## config.mk

```make
export PLATFORM = sky130hd
export DESIGN_NAME = pswallow_div
export DESIGN_NICKNAME = d
export VERILOG_FILES = /design/src/rtl/pswallow_pkg.sv /design/src/rtl/pswallow_cfg.sv /design/src/rtl/pswallow_ncnt.sv /design/src/rtl/pswallow_acnt.sv /design/src/rtl/pswallow_div.sv
export SDC_FILE = /design/constraint.sdc
export NUM_CORES = 1
export LEC_CHECK = 0
export BUFFER_PORTS_ARGS = -buffer_cell sky130_fd_sc_hd__buf_2
export CORE_MARGIN = 1
export CORE_UTILIZATION = 25
export DETAILED_ROUTE_END_ITERATION = 10
export PLACE_DENSITY = 0.46
export SLEW_MARGIN = 20
export SYNTH_ARGS = -nofsm -noshare
export SYNTH_HDL_FRONTEND = slang
export SYNTH_SLANG_ARGS = --single-unit
```

## constraint.sdc

```tcl
create_clock -name clk_in -period 2.26 [get_ports clk_in]
set_input_delay 0.339 -clock clk_in [delete_from_list [all_inputs] [get_ports clk_in]]
set_output_delay 0.339 -clock clk_in [all_outputs]
set_load 0.01 [all_outputs]
```

## src/rtl/pswallow_pkg.sv

```systemverilog
package pswallow_pkg;

  typedef enum logic {
    MODE_SINGLE = 1'b0,
    MODE_DUAL   = 1'b1
  } mod_mode_e;

endpackage

```

## src/rtl/pswallow_cfg.sv

```systemverilog
// Turns the programmed values into the effective period length and swallow
// count: zero codes mean full scale, and A is cut to N-1 when it would not fit.
module pswallow_cfg
  import pswallow_pkg::*;
#(
  parameter int N_W = 12,
  parameter int A_W = 7
) (
  input  logic [N_W-1:0] n_prog,
  input  logic [A_W-1:0] a_prog,
  input  mod_mode_e      mode,
  output logic [N_W:0]   n_eff,
  output logic [A_W:0]   a_eff,
  output logic           a_over
);
  localparam int CNT_W  = N_W + 1;
  localparam int AE_W   = A_W + 1;
  localparam int N_FULL = 1 << N_W;
  localparam int A_FULL = 1 << A_W;

  logic [AE_W-1:0]  a_raw;
  logic [CNT_W-1:0] a_wide;

  always_comb begin
    n_eff  = (n_prog == '0) ? CNT_W'(N_FULL) : {1'b0, n_prog};
    a_raw  = (a_prog == '0) ? AE_W'(A_FULL) : {1'b0, a_prog};
    a_wide = CNT_W'(a_raw);
    a_over = 1'b0;
    a_eff  = a_raw;
    if (mode == MODE_SINGLE) begin
      a_eff = '0;
    end else if (a_wide >= n_eff) begin
      // n_eff <= A_FULL here, so its low AE_W bits hold it exactly
      a_over = 1'b1;
      a_eff  = n_eff[AE_W-1:0] - AE_W'(1);
    end
  end

endmodule

```

## src/rtl/pswallow_ncnt.sv

```systemverilog
// Period counter: runs from N down to 1; the cycle at 1 is the period's last.
module pswallow_ncnt #(
  parameter int CNT_W = 13
) (
  input  logic             clk,
  input  logic             rst_n,
  input  logic             reload,
  input  logic [CNT_W-1:0] load_val,
  output logic             last
);
  logic [CNT_W-1:0] cnt_q;
  logic [CNT_W-1:0] cnt_d;
  logic             cnt_ce;

  always_comb begin
    cnt_ce = reload | ~last;
    cnt_d  = reload ? load_val : (cnt_q - CNT_W'(1));
  end

  always_ff @(posedge clk or negedge rst_n) begin
    if (!rst_n) begin
      cnt_q <= CNT_W'(1);
    end else if (cnt_ce) begin
      cnt_q <= cnt_d;
    end
  end

  assign last = (cnt_q == CNT_W'(1));

endmodule

```

## src/rtl/pswallow_acnt.sv

```systemverilog
// Swallow counter: loaded at reload, counts down to zero and then rests.
module pswallow_acnt #(
  parameter int AE_W = 8
) (
  input  logic            clk,
  input  logic            rst_n,
  input  logic            reload,
  input  logic [AE_W-1:0] load_val,
  output logic            nonzero
);
  logic [AE_W-1:0] cnt_q;
  logic [AE_W-1:0] cnt_d;
  logic            cnt_ce;

  always_comb begin
    cnt_ce = reload | nonzero;
    cnt_d  = reload ? load_val : (cnt_q - AE_W'(1));
  end

  always_ff @(posedge clk or negedge rst_n) begin
    if (!rst_n) begin
      cnt_q <= '0;
    end else if (cnt_ce) begin
      cnt_q <= cnt_d;
    end
  end

  assign nonzero = (cnt_q != '0);

endmodule

```

## src/rtl/pswallow_div.sv

```systemverilog
module pswallow_div
  import pswallow_pkg::*;
#(
  parameter int N_W = 12,
  parameter int A_W = 7
) (
  input  logic           clk_in,
  input  logic           rst_n,
  input  logic           en,
  input  logic           dual_sel,
  input  logic [N_W-1:0] n_prog,
  input  logic [A_W-1:0] a_prog,
  output logic           fvn_n,
  output logic           mod_out,
  output logic           a_clamped
);
  localparam int CNT_W = N_W + 1;
  localparam int AE_W  = A_W + 1;

  logic            run_q;
  mod_mode_e       dual_q;
  mod_mode_e       dual_d;
  logic            bad_q;
  logic            bad_d;
  logic            reload;
  logic            active;
  logic            n_last;
  logic            a_nz;
  logic [CNT_W-1:0] n_eff;
  logic [AE_W-1:0]  a_eff;
  logic             a_over;
  mod_mode_e        mode_in;

  assign mode_in = mod_mode_e'(dual_sel);

  pswallow_cfg #(.N_W(N_W), .A_W(A_W)) u_cfg (
    .n_prog (n_prog),
    .a_prog (a_prog),
    .mode   (mode_in),
    .n_eff  (n_eff),
    .a_eff  (a_eff),
    .a_over (a_over)
  );

  pswallow_ncnt #(.CNT_W(CNT_W)) u_ncnt (
    .clk      (clk_in),
    .rst_n    (rst_n),
    .reload   (reload),
    .load_val (n_eff),
    .last     (n_last)
  );

  pswallow_acnt #(.AE_W(AE_W)) u_acnt (
    .clk      (clk_in),
    .rst_n    (rst_n),
    .reload   (reload),
    .load_val (a_eff),
    .nonzero  (a_nz)
  );

  // Reload while idle, on the first edge after an enable, or at period end.
  always_comb begin
    reload = ~run_q | ~en | n_last;
    active = run_q & en;
    dual_d = reload ? mode_in : dual_q;
    bad_d  = reload ? a_over : bad_q;
  end

  always_ff @(posedge clk_in or negedge rst_n) begin
    if (!rst_n) begin
      run_q  <= 1'b0;
      dual_q <= MODE_SINGLE;
      bad_q  <= 1'b0;
    end else begin
      run_q  <= en;
      dual_q <= dual_d;
      bad_q  <= bad_d;
    end
  end

  assign fvn_n     = ~(active & n_last);
  assign mod_out   = ~(active & (dual_q == MODE_DUAL) & a_nz);
  assign a_clamped = bad_q;

endmodule

```

==> out/results.tsv, run 1 <==
metric	value	unit
count_of_unresolved_drc_violations_after_routing	0	
total_count_of_hold_check_failures_in_the_final_report	0	
slew_violations	0	
cp-end-kind	flop	
cts_max_level	1	
mostFrequentLayoutCell	buf_4	
postSynthAreaPerCell	8.54	µm²
cp_max_fo	6	
number_of_instances_in_the_synthesized_netlist	213	
instances_no_fill	359	
final_report_setup_violation_count	0	
critical_path_launch_point_type	primary input	
grt_use_total	14.1	%
clkSlewWorstSetupHoldPaths	100	ps
via_per_instance_ratio	4.77	
outcome	finished, final reports clean	
ys_ff_latch	24	
timing_worst_slew_pin_value	731	ps
first_global_vias	1704	
layout.cell_area.non_filler	2590	µm²
synth.lib_cells_used.distinct	43	
placement_rows	30	
seq_area_frac_synth	33.1	%
multiInputGateArea	1330	µm²
setup.reg_to_reg.worst_slack	90	ps
dpl_cell_area	2280	µm²
synth_top_cells_by_area	dfrtp_1 (32%), ha_1 (8.9%), xnor2_1 (4.8%), nand2_1 (4.5%), nor2_1 (4.5%)	
antenna_found_initial	0	
post_drt_wl_per_cell	14.3	µm
grt.overflow.total	0	
maxCapViolations	0	
routed_wirelength	5.14	mm
synthesis.yosys.warnings	0	
cts_hold_buf	0	
max-slew-margin-rel	51.0	%
cts.sinks	24	
clock-root-buffer	clkbuf_8	
pin_count	26	
worst_r2r_startpoint	u_ncnt.cnt_q[1]$_DFFE_PN0P_	
final_core_utilization	37.6	%
internal_power	0.888	mW
die_x	87.3	µm
area.sequential	602	µm²
edff_count_synth	0	
via_count	1711	
clock_insertion_delay_worst_skew	280	ps
setup.worst_path.start	n_prog[10]	
max-vdd-ir-drop	0.168	mV
cts.path.max_buffers	2	
holdWs	39.8	ps
cell_leakage_power	1.07	nW
detailed_place_hpwl	4.05	mm
totalNegativeSetupSlack	0	ps
postSynth.asyncResetShare	100	%
number_of_drc_markers_after_the_initial_detailed_route_iteration	85	
layout-drive-gt1-share	35.7	%
share_comb_of_total_power	30.2	%
period_needed	2240	ps
core_region_area	6910	µm²
initial_core_util	26.3	%
grt_setup_unrepaired	yes	
largest_net_degree_at_the_start_of_global_routing	26	
endpoint	u_acnt.cnt_q[0]$_DFFE_PN0P_	
floorplan.die_area	7620	µm²
clock_power_share	30.1	%
worstPathArrival	2390	ps
criticalPathCategory	in2reg	
synthesis.area	1820	µm²
cts-buffers-inserted	3	
netSwitchingPower	0.394	mW
fillCellCount	724	
fmax	0.446	GHz
tritoncts	done	
yosysTopAreaCellShare	31.6	%
worstPathRequired	2410	ps
dieHeight	87.3	µm
finClkSkew	19.0	ps
port-buffer-count	25	
syn_nets	249	
fin_crit_sh	99.1	%
power_density	494	nW/µm²
grt_pass1_wl	8.39	mm
nNetsFinal	300	
crit-reg2reg-capture	u_acnt.cnt_q[5]$_DFFE_PN0P_	
reg2regPathDepth	7	
count_of_tritonroute_iterations_in_the_first_routing_pass	4	
synthFlopType	dfrtp_1	
synthDominantAreaCellType	dfrtp_1	
power_switching_share	30.8	%
antennaDiodeCount	0	
placedCellCount	352	
gp_congestion	0.782	
mostFrequentLayoutCells	buf_4 (28), dfrtp_1 (23), nor2_1 (22)	
p_seq_share	39.7	%
worstHoldPathType	in2async	
postRouteAntennaNets	0	
syn_to_layout_area_delta	42.6	%
==> worst min-delay path by stage <==
stage | from | to | cells past startpoint
after CTS | rst_n | run_q$_DFF_PN0_ | 1
after global placement | rst_n | u_acnt.cnt_q[6]$_DFFE_PN0P_ | 1
final | rst_n | u_ncnt.cnt_q[9]$_DFFE_PN0P_ | 1
after floorplan | rst_n | a_clamped$_DFFE_PN0P_ | 0
after detailed placement | rst_n | u_acnt.cnt_q[5]$_DFFE_PN0P_ | 1
after global routing | rst_n | u_ncnt.cnt_q[9]$_DFFE_PN0P_ | 1
==> cell usage after synthesis (all sizes together), types with 2 or more instances <==
cell / number
dfrtp: 23
nor3: 7
clkbuf: 10
a31oi: 3
xor2: 7
o211ai: 2
or4: 2
xnor2: 10
a21o: 2
inv: 14
nand3: 6
a311o: 5
a21oi: 12
nor4: 10
nand4: 3
and3: 2
and4: 2
nand2: 22
o21ai: 12
nand2b: 3
or3: 2
ha: 13
nor2: 22
o31ai: 3
==> critical path: stages <==
cell      delay, ps
buf_8           100
nor4_4          370
nand3_2         150
nand2_2         100
inv_2            50
ha_4            250
nand2b_4        120
a31oi_4          80
buf_6           120
o211a_4         280
buf_6           130
o31ai_4         190
o21ai_1          90
==> through the flow <==
| stage | setup WS [ps] | total power [mW] |
|---|---|---|
| 2_1_floorplan | -129 | 0.709 |
| 3_3_place_gp | -353 | 0.842 |
| 3_5_place_dp | -360 | 0.843 |
| 4_1_cts | -15.0 | 1.27 |
| 5_1_grt | -80.6 | 1.36 |
| 6_report | 19.3 | 1.28 |
==> per-layer routing <==
metal	vias up	GRT usage [%]	wire [µm]	share of wire, %
met5	-	0	0	0
met4	0	4.02	80	1.6
met3	8	1.14	126	2.5
met2	37	23.7	2410	47
met1	805	19.3	2520	49
li1	861	-	-	-
==> cells by family after synthesis <==
group / count (synthesis) / synth area share, %
flops: 24 / 33.1
xor+xnor: 17 / 8.18
simple gates: 87 / 27.2
mux: 1 / 0.550
compound gates: 47 / 17.1
buf+inv: 24 / 4.95
fa+ha+maj: 13 / 8.94
==> registers in the layout, summed over array words and instances (netlist names) <==
name / cells
a_clamped: 1
dual_q: 1
run_q: 1
u_acnt.cnt_q: 8
u_ncnt.cnt_q: 13
==> cell type report <==
| cell class | count | share of cell area (%) |
|---|---|---|
| clock buffers | 3 | 1.59 |
| inverters | 14 | 2.70 |
| flip-flops and latches | 24 | 23.2 |
| well taps | 96 | 4.63 |
| clock inverters | 1 | 1.16 |
| repair buffers | 56 | 15.7 |
| multi-input cells | 165 | 51.1 |
==> repair_timing <==
| item | CTS | global route |
|---|---|---|
| pin swaps | 16 | 13 |
| setup buffers | 2 | 1 |
| gates resized for setup | 21 | 26 |
| setup endpoints to repair | 6 | 9 |
==> power by group through the flow <==
stage	clock network, mW	registers, mW	logic (mW)
final	0.386	0.510	0.387
after global routing	0.414	0.516	0.429
after CTS	0.395	0.510	0.363
after detailed placement	0	0.518	0.325
after global placement	0	0.518	0.324
after floorplan	0	0.511	0.199
Power figures use the tool's default switching activity.
==> inputs of run 2 (changes only) <==
--- a/config.mk
+++ b/config.mk
@@ -7,9 +7,9 @@
 export LEC_CHECK = 0
 export BUFFER_PORTS_ARGS = -buffer_cell sky130_fd_sc_hd__buf_2
 export CORE_MARGIN = 1
-export CORE_UTILIZATION = 25
+export CORE_UTILIZATION = 40
 export DETAILED_ROUTE_END_ITERATION = 10
-export PLACE_DENSITY = 0.46
+export PLACE_DENSITY = 0.64
 export SLEW_MARGIN = 20
 export SYNTH_ARGS = -nofsm -noshare
 export SYNTH_HDL_FRONTEND = slang
==> constraint.sdc (replaced) <==
create_clock -name clk_in -period 2.3 [get_ports clk_in]
set_input_delay 0.345 -clock clk_in [delete_from_list [all_inputs] [get_ports clk_in]]
set_output_delay 0.345 -clock clk_in [all_outputs]
set_load 0.01 [all_outputs]
==> out/results.tsv, run 2 (synthesis results as in run 1) <==
metric	value	unit	change
max-slew-margin-rel	62.8	%	was 51.0%
core_region_area	4350	µm²	was 6910 µm²
count_of_unresolved_drc_violations_after_routing	0		unchanged
criticalPathCategory	in2reg		unchanged
power_density	506	nW/µm²	was 494 nW/µm²
tritoncts	done		unchanged
cts.sinks	24		unchanged
cell_leakage_power	1.04	nW	was 1.07 nW
nNetsFinal	299		was 300
grt_setup_unrepaired	yes		unchanged
worstPathArrival	2430	ps	was 2390 ps
antenna_found_initial	0		unchanged
post_drt_wl_per_cell	14.2	µm	was 14.3 µm
layout-drive-gt1-share	30.9	%	was 35.7%
cts-buffers-inserted	3		unchanged
largest_net_degree_at_the_start_of_global_routing	26		unchanged
reg2regPathDepth	7		unchanged
dieHeight	69.4	µm	was 87.3 µm
max-vdd-ir-drop	0.218	mV	was 0.168 mV
grt.overflow.total	0		unchanged
detailed_place_hpwl	3.57	mm	was 4.05 mm
via_count	1696		was 1,711
maxCapViolations	0		unchanged
die_x	69.4	µm	was 87.3 µm
via_per_instance_ratio	5.40		was 4.77
cts.path.max_buffers	2		unchanged
mostFrequentLayoutCell	buf_4		unchanged
final_report_setup_violation_count	0		unchanged
clkSlewWorstSetupHoldPaths	90	ps	was 100 ps
fin_crit_sh	97.1	%	
pin_count	26		unchanged
endpoint	u_acnt.cnt_q[4]$_DFFE_PN0P_		was u_acnt.cnt_q[0]$_DFFE_PN0P_
gp_congestion	0.870		was 0.782
fillCellCount	408		was 724
critical_path_launch_point_type	primary input		unchanged
clock_insertion_delay_worst_skew	270	ps	was 280 ps
placement_rows	24		was 30
count_of_tritonroute_iterations_in_the_first_routing_pass	4		unchanged
setup.worst_path.start	a_prog[2]		was n_prog[10]
top_register	u_ncnt.cnt_q		unchanged
cts_hold_buf	0		unchanged
timing_worst_slew_pin_value	554	ps	was 731 ps
outcome	finished, final reports clean		unchanged
number_of_drc_markers_after_the_initial_detailed_route_iteration	65		was 85
total_count_of_hold_check_failures_in_the_final_report	0		unchanged
finClkSkew	14.6	ps	was 19.0 ps
grt_use_total	19.7	%	was 14.1%
grt_pass1_wl	7.76	mm	was 8.39 mm
largestRegisters	u_ncnt.cnt_q (13), u_acnt.cnt_q (8)		unchanged
crit-reg2reg-capture	u_acnt.cnt_q[4]$_DFFE_PN0P_		was u_acnt.cnt_q[5]$_DFFE_PN0P_
initial_core_util	41.8	%	was 26.3%
syn_to_layout_area_delta	32.1	%	was 42.6%
clock-root-buffer	clkbuf_8		unchanged
instances_no_fill	314		was 359
setup.reg_to_reg.worst_slack	220	ps	was 90 ps
worstPathRequired	2500	ps	was 2410 ps
routed_wirelength	4.46	mm	was 5.14 mm
antennaDiodeCount	0		unchanged
total_power	1.22	mW	was 1.28 mW
cp_max_fo	6		unchanged
fmax	0.448	GHz	
slew_violations	0		unchanged
cts_max_level	1		unchanged
postRouteAntennaNets	0		unchanged
period_needed	2230	ps	
worst_r2r_startpoint	u_ncnt.cnt_q[1]$_DFFE_PN0P_		unchanged
cp-end-kind	flop		unchanged
placedCellCount	308		was 352
port-buffer-count	25		unchanged
first_global_vias	1742		was 1,704
mostFrequentLayoutCells	buf_4 (30), dfrtp_1 (23), nor2_1 (22), buf_2 (22), nand2_1 (20)		was buf_4 (28), dfrtp_1 (23), nor2_1 (22)
max_ffs_per_register	13		unchanged
worstHoldPathType	in2async		unchanged
floorplan.die_area	4820	µm²	was 7620 µm²
==> run 2: timing repair <==
| action | CTS | global route |
|---|---|---|
| pin swaps | 8 | 5 |
| gates resized for setup | 10 | 11 |
| setup endpoints to repair | 4 | 9 |
| setup buffers | 1 | 1 |
==> run 2: critical path, stage by stage <==
cell and delay (ps):
buf_2 100, or4_1 530, nor4_2 200, ha_1 200, o21ai_0 80, o21bai_1 160, nand3_1 260, nor4_1 390
a311o_1 170
==> run 2: final cells by class <==
class | count | area [µm²] | area share, %
flip-flops and latches | 24 | 602 | 25.0
clock buffers | 3 | 41.3 | 1.72
inverters | 14 | 70.1 | 2.92
multi-input cells | 165 | 1220 | 50.7
repair buffers | 55 | 378 | 15.7
clock inverters | 1 | 30.0 | 1.25
well taps | 52 | 65.1 | 2.71
==> run 2: power breakdown <==
group / internal (mW) / switching (mW) / total (mW)
Clock: 0.233 / 0.138 / 0.371
Combinational: 0.165 / 0.178 / 0.343
Sequential: 0.460 / 0.0412 / 0.502
==> run 2: through the flow <==
stage / utilization (%) / instance area (µm²) / TNS [ps] / setup slack, ps / hold slack [ps]
2_1_floorplan: - / 1860 / -214 / -95.3 / 49.4
3_3_place_gp: 51.1 / 2230 / -1960 / -300 / 357
3_5_place_dp: 51.1 / 2230 / -2390 / -334 / 357
4_1_cts: 54.0 / 2350 / 0 / 4.78 / 59.7
5_1_grt: 55.2 / 2400 / -289 / -65.6 / 83.3
6_report: 55.2 / 2400 / 0 / 66.9 / 40.3
==> run 2: worst min path at each step <==
stage / startpoint / end / slack [ps] / depth (start not counted)
2_1_floorplan: rst_n / a_clamped$_DFFE_PN0P_ / 50 / 0
3_3_place_gp: rst_n / u_acnt.cnt_q[5]$_DFFE_PN0P_ / 360 / 1
3_5_place_dp: rst_n / u_acnt.cnt_q[6]$_DFFE_PN0P_ / 360 / 1
4_1_cts: rst_n / a_clamped$_DFFE_PN0P_ / 60 / 1
5_1_grt: rst_n / u_ncnt.cnt_q[9]$_DFFE_PN0P_ / 80 / 1
6_report: rst_n / a_clamped$_DFFE_PN0P_ / 40 / 1
==> run 2: metal layers <==
| metal | wire length (µm) | vias to the layer above | GRT usage, % |
|---|---|---|---|
| li1 | - | 861 | - |
| met3 | 141 | 6 | 2.18 |
| met4 | 72 | 0 | 5.90 |
| met2 | 2110 | 31 | 33.5 |
| met5 | 0 | - | 0 |
| met1 | 2140 | 798 | 26.2 |
==> inputs of run 3 (changes only) <==
--- a/config.mk
+++ b/config.mk
@@ -13,4 +13,5 @@
 export SLEW_MARGIN = 20
 export SYNTH_ARGS = -nofsm -noshare
 export SYNTH_HDL_FRONTEND = slang
+export SYNTH_HIERARCHICAL = 1
 export SYNTH_SLANG_ARGS = --single-unit
==> out/results.tsv, run 3 <==
metric	value	unit	change
clkSlewWorstSetupHoldPaths	90	ps	about the same
placedCellCount	351		was 308
grt.overflow.total	0		unchanged
cp_slowest_cell	nor4_4		was or4_1
failed_checks	setup timing		
initial_core_util	42.8	%	was 41.8%
outcome	finished, violations left		was finished, final reports clean
synthDominantAreaCellType	dfrtp_1		unchanged
final_core_utilization	58.5	%	was 55.2%
synth_top_cells_by_count	nand2_1 (26), dfrtp_1 (23), clkbuf_1 (21), inv_1 (21)		was dfrtp_1 (23), nand2_1 (22), nor2_1 (22), inv_1 (14), ha_1 (13)
instances_no_fill	382		was 314
finClkSkew	11.0	ps	was 14.6 ps
core_region_area	4850	µm²	was 4350 µm²
dieHeight	74.1	µm	was 69.4 µm
synthesis.area	2080	µm²	was 1820 µm²
holdWs	64.8	ps	was 40.3 ps
max_ffs_per_register	13		unchanged
cp_max_fo	8		was 6
worstPathArrival	2670	ps	was 2430 ps
fmax	0.402	GHz	was 0.448 GHz
syn_to_layout_area_delta	36.6	%	was 32.1%
syn_nets	287		was 249
period_needed	2490	ps	was 2230 ps
via_per_instance_ratio	5.23		was 5.40
grt_pass1_wl	9.23	mm	was 7.76 mm
postSynthAreaPerCell	8.27	µm²	was 8.54 µm²
maxCapViolations	0		unchanged
grt_setup_unrepaired	yes		unchanged
postSynth.asyncResetShare	100	%	unchanged
yosysTopAreaCellShare	27.7	%	was 31.6%
cts.sinks	24		unchanged
slew_violations	0		unchanged
count_of_tritonroute_iterations_in_the_first_routing_pass	4		unchanged
final_report_setup_violation_count	9		was 0
first_global_vias	2021		was 1,742
antenna_found_initial	0		unchanged
floorplan.die_area	5480	µm²	was 4820 µm²
max-vdd-ir-drop	0.224	mV	was 0.218 mV
number_of_drc_markers_after_the_initial_detailed_route_iteration	120		was 65
cts-buffers-inserted	3		unchanged
worstPathRequired	2480	ps	was 2500 ps
layout-drive-gt1-share	37.5	%	was 30.9%
finalWorstSetupSlack	-188	ps	was 66.9 ps
seq_area_frac_synth	29.0	%	was 33.1%
synthFlopType	dfrtp_1		unchanged
totalNegativeSetupSlack	-1130	ps	was 0 ps
criticalPathCategory	in2reg		unchanged
die_x	74.1	µm	was 69.4 µm
cts.path.max_buffers	2		unchanged
detailed_place_hpwl	3.80	mm	was 3.57 mm
grt_use_total	21.6	%	was 19.7%
timing_worst_slew_pin_value	562	ps	was 554 ps
yosysMostFrequentCell	nand2_1		was dfrtp_1
synthesis.yosys.warnings	6		was 0
number_of_instances_in_the_synthesized_netlist	251		was 213
synth.lib_cells_used.distinct	51		was 43
worst_setup_timing_slack_at_the_placement_stage	-476	ps	was -334 ps
critical_path_launch_point_type	primary input		unchanged
cp-end-kind	flop		unchanged
post_drt_wl_per_cell	13.9	µm	was 14.2 µm
largestRegisters	u_ncnt/cnt_q (13), u_acnt/cnt_q (8)		was u_ncnt.cnt_q (13), u_acnt.cnt_q (8)
pin_count	26		unchanged
edff_count_synth	0		unchanged
count_of_unresolved_drc_violations_after_routing	0		unchanged
placement_rows	25		was 24
fin_crit_sh	108	%	was 97.1%
top_register	u_ncnt/cnt_q		was u_ncnt.cnt_q
routed_wirelength	5.32	mm	was 4.46 mm
worstHoldPathType	in2async		unchanged
clock_insertion_delay_worst_skew	260	ps	was 270 ps
power_density	402	nW/µm²	was 506 nW/µm²
synth_top_cells_by_area	dfrtp_1 (28%), ha_1 (7.8%), xnor2_1 (5.5%), nand2_1 (4.7%), clkbuf_1 (3.8%)		was dfrtp_1 (32%), ha_1 (8.9%), xnor2_1 (4.8%), nand2_1 (4.5%), nor2_1 (4.5%)
max-slew-margin-rel	62.6	%	was 62.8%
nNetsFinal	352		was 299
timing.critical_path.slowest_cell_delay	320	ps	was 530 ps
mostFrequentLayoutCells	buf_4 (59), nand2_1 (26), dfrtp_1 (23)		was buf_4 (30), dfrtp_1 (23), nor2_1 (22), buf_2 (22), nand2_1 (20)
mostFrequentLayoutCell	buf_4		unchanged
largest_net_degree_at_the_start_of_global_routing	25		was 26
antennaDiodeCount	0		unchanged
gp_congestion	0.866		was 0.870
ys_ff_latch	24		unchanged
clock-root-buffer	clkbuf_8		unchanged
total_count_of_hold_check_failures_in_the_final_report	0		unchanged
via_count	1996		was 1,696
tritoncts	done		unchanged
cell_leakage_power	1.30	nW	was 1.04 nW
port-buffer-count	25		unchanged
cell_breakdown_of_the_critical_path	buf_6 > nor4_4 > nand2_1 > nor3_2 > nor2_1 > ha_1 > nand2b_4 > a31oi_4 > o21a_1 > nor2_4 > mux2i_1 > inv_1 > a221oi_2		was buf_2 > or4_1 > nor4_2 > ha_1 > o21ai_0 > o21bai_1 > nand3_1 > nor4_1 > a311o_1
postRouteAntennaNets	0		unchanged
cts_max_level	1		unchanged
==> run 3: cell count changes after synthesis, sizes merged, moves of 4 or more <==
cell,before,now
o31ai,3,7
inv,14,21
nor2,22,9
buf,0,5
nor3,7,11
a311o,5,0
xor2,7,3
clkbuf,10,21
a211oi,1,6
nand2,22,27
o21ai,12,16
==> run 3: what timing repair did <==
item | in CTS | in global routing
endpoints found under the setup margin | 10 | 11
setup buffers | 25 | 2
resized for setup | 11 | 11
pin swaps | 10 | 9
hold buffers | 0 | 0
==> run 3: final timing paths <==
kind                                              from                      endpoint  slack (ps)  depth (start not counted)
min                                              rst_n   u_ncnt/cnt_q[5]$_DFFE_PN0P_          60                          1
max                                          n_prog[5]   u_acnt/cnt_q[5]$_DFFE_PN0P_        -190                         13
min in group clk_in                                 en               run_q$_DFF_PN0_         250                          1
min reg2reg                      a_clamped$_DFFE_PN0P_         a_clamped$_DFFE_PN0P_         530                          1
max reg2reg                u_ncnt/cnt_q[8]$_DFFE_PN0P_  u_ncnt/cnt_q[12]$_DFFE_PN0P_         190                          6
max in group asynchronous                        rst_n   u_ncnt/cnt_q[6]$_DFFE_PN0P_        1860                          1
==> run 3: layer usage <==
layer / global-route usage, % / vias up / routed length [µm]
met1: 29.5 / 938 / 2500
met3: 1.90 / 8 / 175
met2: 35.7 / 44 / 2550
li1: - / 1006 / -
met5: 0 / - / 0
met4: 7.69 / 0 / 96
==> run 3: metrics by stage <==
stage | total power [mW] | area (µm²)
after floorplan | 0.729 | 2140
after global placement | 0.842 | 2480
after detailed placement | 0.846 | 2480
after CTS | 1.13 | 2770
after global routing | 1.21 | 2840
final | 1.14 | 2840
==> run 3: cell families after synthesis <==
| group | Yosys count | synth area share, % |
|---|---|---|
| buf+inv | 47 | 9.52 |
| flops | 24 | 29.0 |
| xor+xnor | 16 | 6.75 |
| mux | 5 | 2.95 |
| compound gates | 56 | 18.3 |
| fa+ha+maj | 13 | 7.83 |
| simple gates | 90 | 25.7 |
==> run 3: final cells by class <==
| type | instances | area, µm² |
|---|---|---|
| Clock buffer | 4 | 45.0 |
| Fill cell | 423 | 2010 |
| Inverter | 21 | 78.8 |
| Multi-Input combinational cell | 180 | 1390 |
| Sequential cell | 24 | 602 |
| Tap cell | 67 | 83.8 |
| Timing Repair Buffer | 86 | 641 |
==> run 3: where the power goes <==
group          leakage [nW]  switching, mW  internal, mW
combinational         0.978          0.197         0.189
clock                0.0228          0.133         0.124
sequential            0.295         0.0393         0.458
total                  1.30          0.370         0.771
==> run 3: worst max-delay path: cells and delay by family <==
kind            cells  cell delay [ps]
simple gates        6             1130
compound gates      3              550
mux                 1              210
buf+inv             2              160
fa+ha+maj           1              280
